===== config.mk =====
export PLATFORM = sky130hd
export DESIGN_NAME = accel_evt_irq
export DESIGN_NICKNAME = d
export VERILOG_FILES = /design/src/rtl/accel_evt_pkg.sv /design/src/rtl/accel_axis_cmp.sv /design/src/rtl/accel_evt_combine.sv /design/src/rtl/accel_dwell_cnt.sv /design/src/rtl/accel_irq_pad.sv /design/src/rtl/accel_evt_irq.sv
export SDC_FILE = /design/constraint.sdc
export NUM_CORES = 1
export LEC_CHECK = 0
export BUFFER_PORTS_ARGS = -buffer_cell sky130_fd_sc_hd__buf_4
export CAP_MARGIN = 0
export CORE_ASPECT_RATIO = 1.4
export CORE_MARGIN = 2
export CORE_UTILIZATION = 41
export CTS_BUF_LIST = sky130_fd_sc_hd__clkbuf_4
export DETAILED_ROUTE_END_ITERATION = 7
export PLACE_DENSITY = 0.77
export SYNTH_ARGS = -nofsm -noshare
export SYNTH_HDL_FRONTEND = slang
export SYNTH_SLANG_ARGS = --single-unit

===== constraint.sdc =====
create_clock -name clk -period 2.3 [get_ports clk]
set_input_delay 0.46 -clock clk [delete_from_list [all_inputs] [get_ports clk]]
set_output_delay 0.46 -clock clk [all_outputs]
set_load 0.005 [all_outputs]

===== src/rtl/accel_evt_pkg.sv =====
package accel_evt_pkg;
  localparam int N_AXES = 3;
  localparam int N_EVT  = 2 * N_AXES;

  typedef enum logic [1:0] {
    CMB_OR   = 2'b00,
    CMB_AND  = 2'b01,
    CMB_MOVE = 2'b10,
    CMB_POS  = 2'b11
  } cmb_mode_e;

  localparam logic [1:0] WAKE_ON = 2'b11;
endpackage


===== src/rtl/accel_axis_cmp.sv =====
module accel_axis_cmp #(
  parameter int SAMPLE_W = 16,
  parameter int THR_W    = 7,
  localparam int SHIFT   = SAMPLE_W - 1 - THR_W
) (
  input  logic signed [SAMPLE_W-1:0] sample,
  input  logic [THR_W-1:0]           thr,
  output logic                       above,
  output logic                       below
);
  logic [SAMPLE_W-1:0] mag;
  logic [SAMPLE_W-1:0] lim;

  always_comb begin
    // two's complement negate; the most negative value maps to 2^(W-1) unsigned
    mag   = sample[SAMPLE_W-1] ? (~$unsigned(sample) + 1'b1) : $unsigned(sample);
    lim   = SAMPLE_W'(thr) << SHIFT;
    above = (mag > lim);
    below = ~above;
  end
endmodule


===== src/rtl/accel_evt_combine.sv =====
module accel_evt_combine
  import accel_evt_pkg::*;
(
  input  cmb_mode_e         mode,
  input  logic [N_EVT-1:0]  ev,
  input  logic [N_EVT-1:0]  en,
  input  logic [N_EVT-1:0]  prev,
  output logic              cond
);
  always_comb begin
    unique case (mode)
      CMB_OR:   cond = |ev;
      CMB_AND:  cond = (en != '0) && (ev == en);
      CMB_MOVE: cond = (ev != prev);
      CMB_POS:  cond = $onehot(ev);
      default:  cond = 1'b0;
    endcase
  end
endmodule


===== src/rtl/accel_dwell_cnt.sv =====
module accel_dwell_cnt #(
  parameter int DUR_W = 7
) (
  input  logic             clk,
  input  logic             rst_n,
  input  logic             step,
  input  logic             cond,
  input  logic [DUR_W-1:0] dur,
  output logic             hit
);
  logic [DUR_W-1:0] cnt_q;

  assign hit = cond && (cnt_q >= dur);

  always_ff @(posedge clk or negedge rst_n) begin
    if (!rst_n) begin
      cnt_q <= '0;
    end else if (step) begin
      if (!cond)          cnt_q <= '0;
      else if (cnt_q < dur) cnt_q <= cnt_q + 1'b1;
    end
  end
endmodule


===== src/rtl/accel_irq_pad.sv =====
module accel_irq_pad (
  input  logic active,
  input  logic act_low,
  input  logic open_drain,
  output logic pin,
  output logic pin_oe
);
  always_comb begin
    if (open_drain) begin
      pin    = ~act_low;
      pin_oe = active;
    end else begin
      pin    = active ^ act_low;
      pin_oe = 1'b1;
    end
  end
endmodule


===== src/rtl/accel_evt_irq.sv =====
module accel_evt_irq
  import accel_evt_pkg::*;
#(
  parameter int SAMPLE_W = 16,
  parameter int THR_W    = 7,
  parameter int DUR_W    = 7
) (
  input  logic                       clk,
  input  logic                       rst_n,
  input  logic                       smpl_valid,
  output logic                       smpl_ready,
  input  logic signed [SAMPLE_W-1:0] smpl_x,
  input  logic signed [SAMPLE_W-1:0] smpl_y,
  input  logic signed [SAMPLE_W-1:0] smpl_z,
  input  logic [5:0]                 cfg_en,
  input  logic                       cfg_and,
  input  logic                       cfg_dir,
  input  logic [THR_W-1:0]           cfg_thr,
  input  logic [DUR_W-1:0]           cfg_dur,
  input  logic                       cfg_latch,
  input  logic                       cfg_act_low,
  input  logic                       cfg_open_drain,
  input  logic [1:0]                 cfg_wake,
  input  logic                       src_rd,
  output logic [6:0]                 src,
  output logic                       irq_o,
  output logic                       irq_oe,
  output logic                       wake_o
);
  logic signed [SAMPLE_W-1:0] axis_smp [N_AXES];
  logic [N_EVT-1:0] raw_ev;
  logic [N_EVT-1:0] ev;
  logic [N_EVT-1:0] prev_q;
  logic [N_EVT-1:0] flags_q;
  logic             act_q;
  logic             wake_q;
  logic             cond;
  logic             hit;
  logic             fire;
  cmb_mode_e        mode;

  assign smpl_ready  = 1'b1;
  assign axis_smp[0] = smpl_x;
  assign axis_smp[1] = smpl_y;
  assign axis_smp[2] = smpl_z;

  for (genvar a = 0; a < N_AXES; a++) begin : g_axis
    accel_axis_cmp #(.SAMPLE_W(SAMPLE_W), .THR_W(THR_W)) u_cmp (
      .sample (axis_smp[a]),
      .thr    (cfg_thr),
      .above  (raw_ev[2*a+1]),
      .below  (raw_ev[2*a])
    );
  end

  assign ev   = raw_ev & cfg_en;
  assign mode = cmb_mode_e'({cfg_dir, cfg_and});

  accel_evt_combine u_cmb (
    .mode (mode),
    .ev   (ev),
    .en   (cfg_en),
    .prev (prev_q),
    .cond (cond)
  );

  accel_dwell_cnt #(.DUR_W(DUR_W)) u_dwell (
    .clk   (clk),
    .rst_n (rst_n),
    .step  (smpl_valid),
    .cond  (cond),
    .dur   (cfg_dur),
    .hit   (hit)
  );

  assign fire = smpl_valid && hit;

  always_ff @(posedge clk or negedge rst_n) begin
    if (!rst_n) begin
      prev_q  <= '0;
      flags_q <= '0;
      act_q   <= 1'b0;
      wake_q  <= 1'b0;
    end else begin
      wake_q <= fire && (cfg_wake == WAKE_ON);
      if (smpl_valid) prev_q <= ev;
      if (cfg_latch) begin
        if (fire) begin
          act_q   <= 1'b1;
          flags_q <= ev;
        end else if (src_rd) begin
          act_q   <= 1'b0;
          flags_q <= '0;
        end
      end else if (smpl_valid) begin
        act_q   <= fire;
        flags_q <= fire ? ev : '0;
      end
    end
  end

  assign src    = {act_q, flags_q};
  assign wake_o = wake_q;

  accel_irq_pad u_pad (
    .active     (act_q),
    .act_low    (cfg_act_low),
    .open_drain (cfg_open_drain),
    .pin        (irq_o),
    .pin_oe     (irq_oe)
  );
endmodule


==> flow_summary.yaml <==
outcome:
  status: "finished, violations left"
  violations: "negative hold slack, negative setup slack"
layout:
  area_growth_pct: 74.4
  design_area_um2: 4490
  drive_above_1_share: 0.566
  nNetsFinal: 574
  diodes: 0
  final_cells: 533
cts:
  htreeDepth: 1
  numCtsBuffers: 3
  clock_sinks: 21
  tritoncts: "done"
  clk_latency_ps: 320
  cts.clk_slew.worst_paths_ps: 130
  cts_buffer_depth: 2
  cts_root_buf: "clkbuf_4"
  ctsHoldBuffers: 0
logic_synthesis:
  synth_commonest_cells: "ha_1 (31), xnor2_1 (22), dfrtp_1 (21)"
  synth_top_area_frac: 0.204
  async_flop_share: 1.00
  yosysMostFrequentCell: "ha_1"
  synth_edf_count: 0
  ys_warn_count: 0
  synth_flop_cell: "dfrtp_1"
  ys_ff_latch: 21
  yosys.area.top_type: "dfrtp_1"
  netlist_area_um2: 2570
  yosysSeqAreaShare: 0.204
  netlist_top_cells_area: "dfrtp_1 (20%), ha_1 (15%), xnor2_1 (7.5%)"
  postSynthAreaPerCell_um2: 9.16
  synth_cell_types: 65
  syn_inst: 281
sta:
  grt_setup_unrepaired: "true"
  max_freq_mhz: 226
  setup_viol: 21
  hold_violations: 12
  period_share: 1.93
  layout_setup_ws_ps: -2130
  period_needed_ps: 4430
  hold_ws_ps: -6.52
  slew_viol_final: 0
  fin_skew_ps: 14.3
worst_setup_path:
  required_ps: 2530
  slowest_stage: "fa_1"
  worstSetupEndpointType: "flip-flop"
  cp_max_fo: 5
  crit_cells: 22
  cp-start-kind: "input port"
  crit_family: "compound AO/OA/AOI/OAI gates"
  crit_arrival_ps: 4660
  crit_path_cell_trace: "buf_6 -> nor4_4 -> nand2_2 -> nor4_2 -> nand2b_1 -> o31ai_2 -> xnor2_1 -> ha_1 -> and3_4 -> a221o_1 -> o211ai_1 -> nand2_1 -> ha_4 -> fa_1 -> ha_4 -> nor2_1 -> nand3_1 -> nand2_2 -> a31o_4 -> o211a_4 -> buf_6 -> a22o_1"
  critical_path_class: "input port to flip-flop"
  crit_buf_inv: 2
  slowest_delay_ps: 490
  reg2reg_depth: 9
route:
  first_iter_violations: 88
  vias: 2883
  routedWlPerCell_um: 14.9
  wl_mm: 7.94
  routed_via_density: 5.41
  drc_errors: 0
  postRouteAntennaNets: 0
  dr.pass1.iters: 4
pwr:
  finalPower_uw: 1600
  p_sw_uw: 578
  p_int_uw: 1030
  pwr-share-seq: 0.269
  clockPowerShare: 0.116
  switching_share: 0.360
  p_comb_frac: 0.615
  leakagePower_uw: 0.00221
  power_density_nw_per_um2: 358
  vdd_drop_max_mv: 0.196
floorplanning:
  num_rows: 34
  die_w_um: 71.0
  core_um2: 6130
  die_h_um: 97.7
  start_util: 0.420
  design.portCount: 90
  design.die.area_um2: 6940
placed_design:
  place_congestion: 0.848
  dpl_cell_area_um2: 3970
  io_buffers: 88
  placed_cells: 508
  post-dp-hpwl_mm: 6.10
run:
  maxCapViolations: 0
global_route:
  gr-usage-all-layers: 0.225
  antenna_found_initial: 0
  grt_pass1_wl_mm: 13.0
  grt_pass1_vias: 3029
  grt_overflow: 0
  grt_max_degree: 22
worst_hold_path:
  min_path_type: "input port to async pin"
## final cells by class
cell class                      count  area (um2)
Clock buffer                        3        22.5
Inverter                           17        63.8
Sequential cell                    21         526
Timing Repair Buffer              181        1450
Clock inverter                      1        5.00
Tap cell                           72        90.1
Fill cell                         422        1640
Multi-Input combinational cell    238        2330
## cells by family (layout without fill, tap and decap cells)
kind of cell | count (synthesis) | in the layout | synth area share
AO/OA/AOI/OAI | 69 | 69 | 0.202
XOR/XNOR | 29 | 29 | 0.0987
adder cells (fa/ha/maj) | 33 | 33 | 0.166
buffers and inverters | 23 | 202 | 0.0399
flip-flops | 21 | 21 | 0.204
multiplexers | 7 | 7 | 0.0306
other | 2 | 3 | 0.00292
AND/OR/NAND/NOR | 97 | 97 | 0.256
## layer usage
metal | share of wire | track usage
met4 | 0.029 | 0.0972
met5 | 0 | 0
met1 | 0.38 | 0.240
met3 | 0.042 | 0.0227
met2 | 0.55 | 0.434
## sequential cells by signal, summed over array words and instances (netlist names)
register and flops:
wake_o 1, u_dwell.cnt_q 7, prev_q 6, act_q 1, flags_q 6
## path summary, 6_finish.rpt
| kind | from | endpoint | slack (ps) |
|---|---|---|---|
| max | smpl_x[4] | flags_q[3]$_DFFE_PN0P_ | -2130 |
| min | rst_n | wake_o$_DFF_PN0_ | -7 |
| max in group asynchronous | rst_n | u_dwell.cnt_q[4]$_DFFE_PN0P_ | 2080 |
| max reg2reg | u_dwell.cnt_q[1]$_DFFE_PN0P_ | flags_q[3]$_DFFE_PN0P_ | 30 |
| min in group clk | cfg_wake[0] | wake_o$_DFF_PN0_ | 390 |
| min reg2reg | flags_q[1]$_DFFE_PN0P_ | flags_q[1]$_DFFE_PN0P_ | 520 |
## power groups by stage
| stage | clock, uW | combinational [uW] | sequential [uW] |
|---|---|---|---|
| 4_1_cts | 180 | 893 | 431 |
| 6_report | 186 | 986 | 432 |
| 5_1_grt | 196 | 1070 | 437 |
| 3_3_place_gp | 0 | 761 | 435 |
| 3_5_place_dp | 0 | 787 | 438 |
| 2_1_floorplan | 0 | 418 | 432 |
## through the flow
stage               utilization  hold WS, ps  TNS, ps  setup slack (ps)
floorplan                     -          164   -36070             -2240
global placement          0.647          352   -39500             -2380
detailed placement        0.647          361   -41610             -2520
CTS                       0.697         15.8   -33170             -2080
global route              0.733         15.3   -38380             -2340
finish                    0.733        -6.52   -34670             -2130
## layout by cell type, fill, tap and decap left out, types with 4 or more instances in the layout
| cell | synthesis | final |
|---|---|---|
| mux2_4 | 0 | 6 |
| nor2_1 | 15 | 11 |
| dfrtp_1 | 21 | 21 |
| a21oi_1 | 7 | 5 |
| nor2b_1 | 6 | 5 |
| nand4_1 | 4 | 4 |
| a21o_1 | 7 | 7 |
| nand2_1 | 14 | 11 |
| o21ai_2 | 0 | 4 |
| and3_1 | 6 | 4 |
| xor2_1 | 7 | 7 |
| o21ai_0 | 11 | 6 |
| xnor2_1 | 22 | 18 |
| xnor2_2 | 0 | 4 |
| nor4_4 | 3 | 6 |
| o21ai_1 | 3 | 4 |
| a22o_1 | 9 | 9 |
| buf_6 | 1 | 24 |
| or4_4 | 4 | 4 |
| and3_4 | 1 | 4 |
| nand3_1 | 10 | 9 |
| ha_1 | 31 | 28 |
| buf_4 | 2 | 157 |
| inv_1 | 16 | 14 |
## what timing repair did
action / CTS / global route
endpoints found under the setup margin: 21 / 21
pin swaps: 30 / 23
gates resized for setup: 45 / 28
setup buffers: 11 / 14
hold endpoints to repair: 0 / 0
## worst register-to-register path: cells and delay by family, from the launching register on
family	cells	cell delay [ps]
flops	1	400
fa+ha+maj	1	280
compound gates	6	1260
buf+inv	1	130
simple gates	1	130
Power figures use the tool's default switching activity.
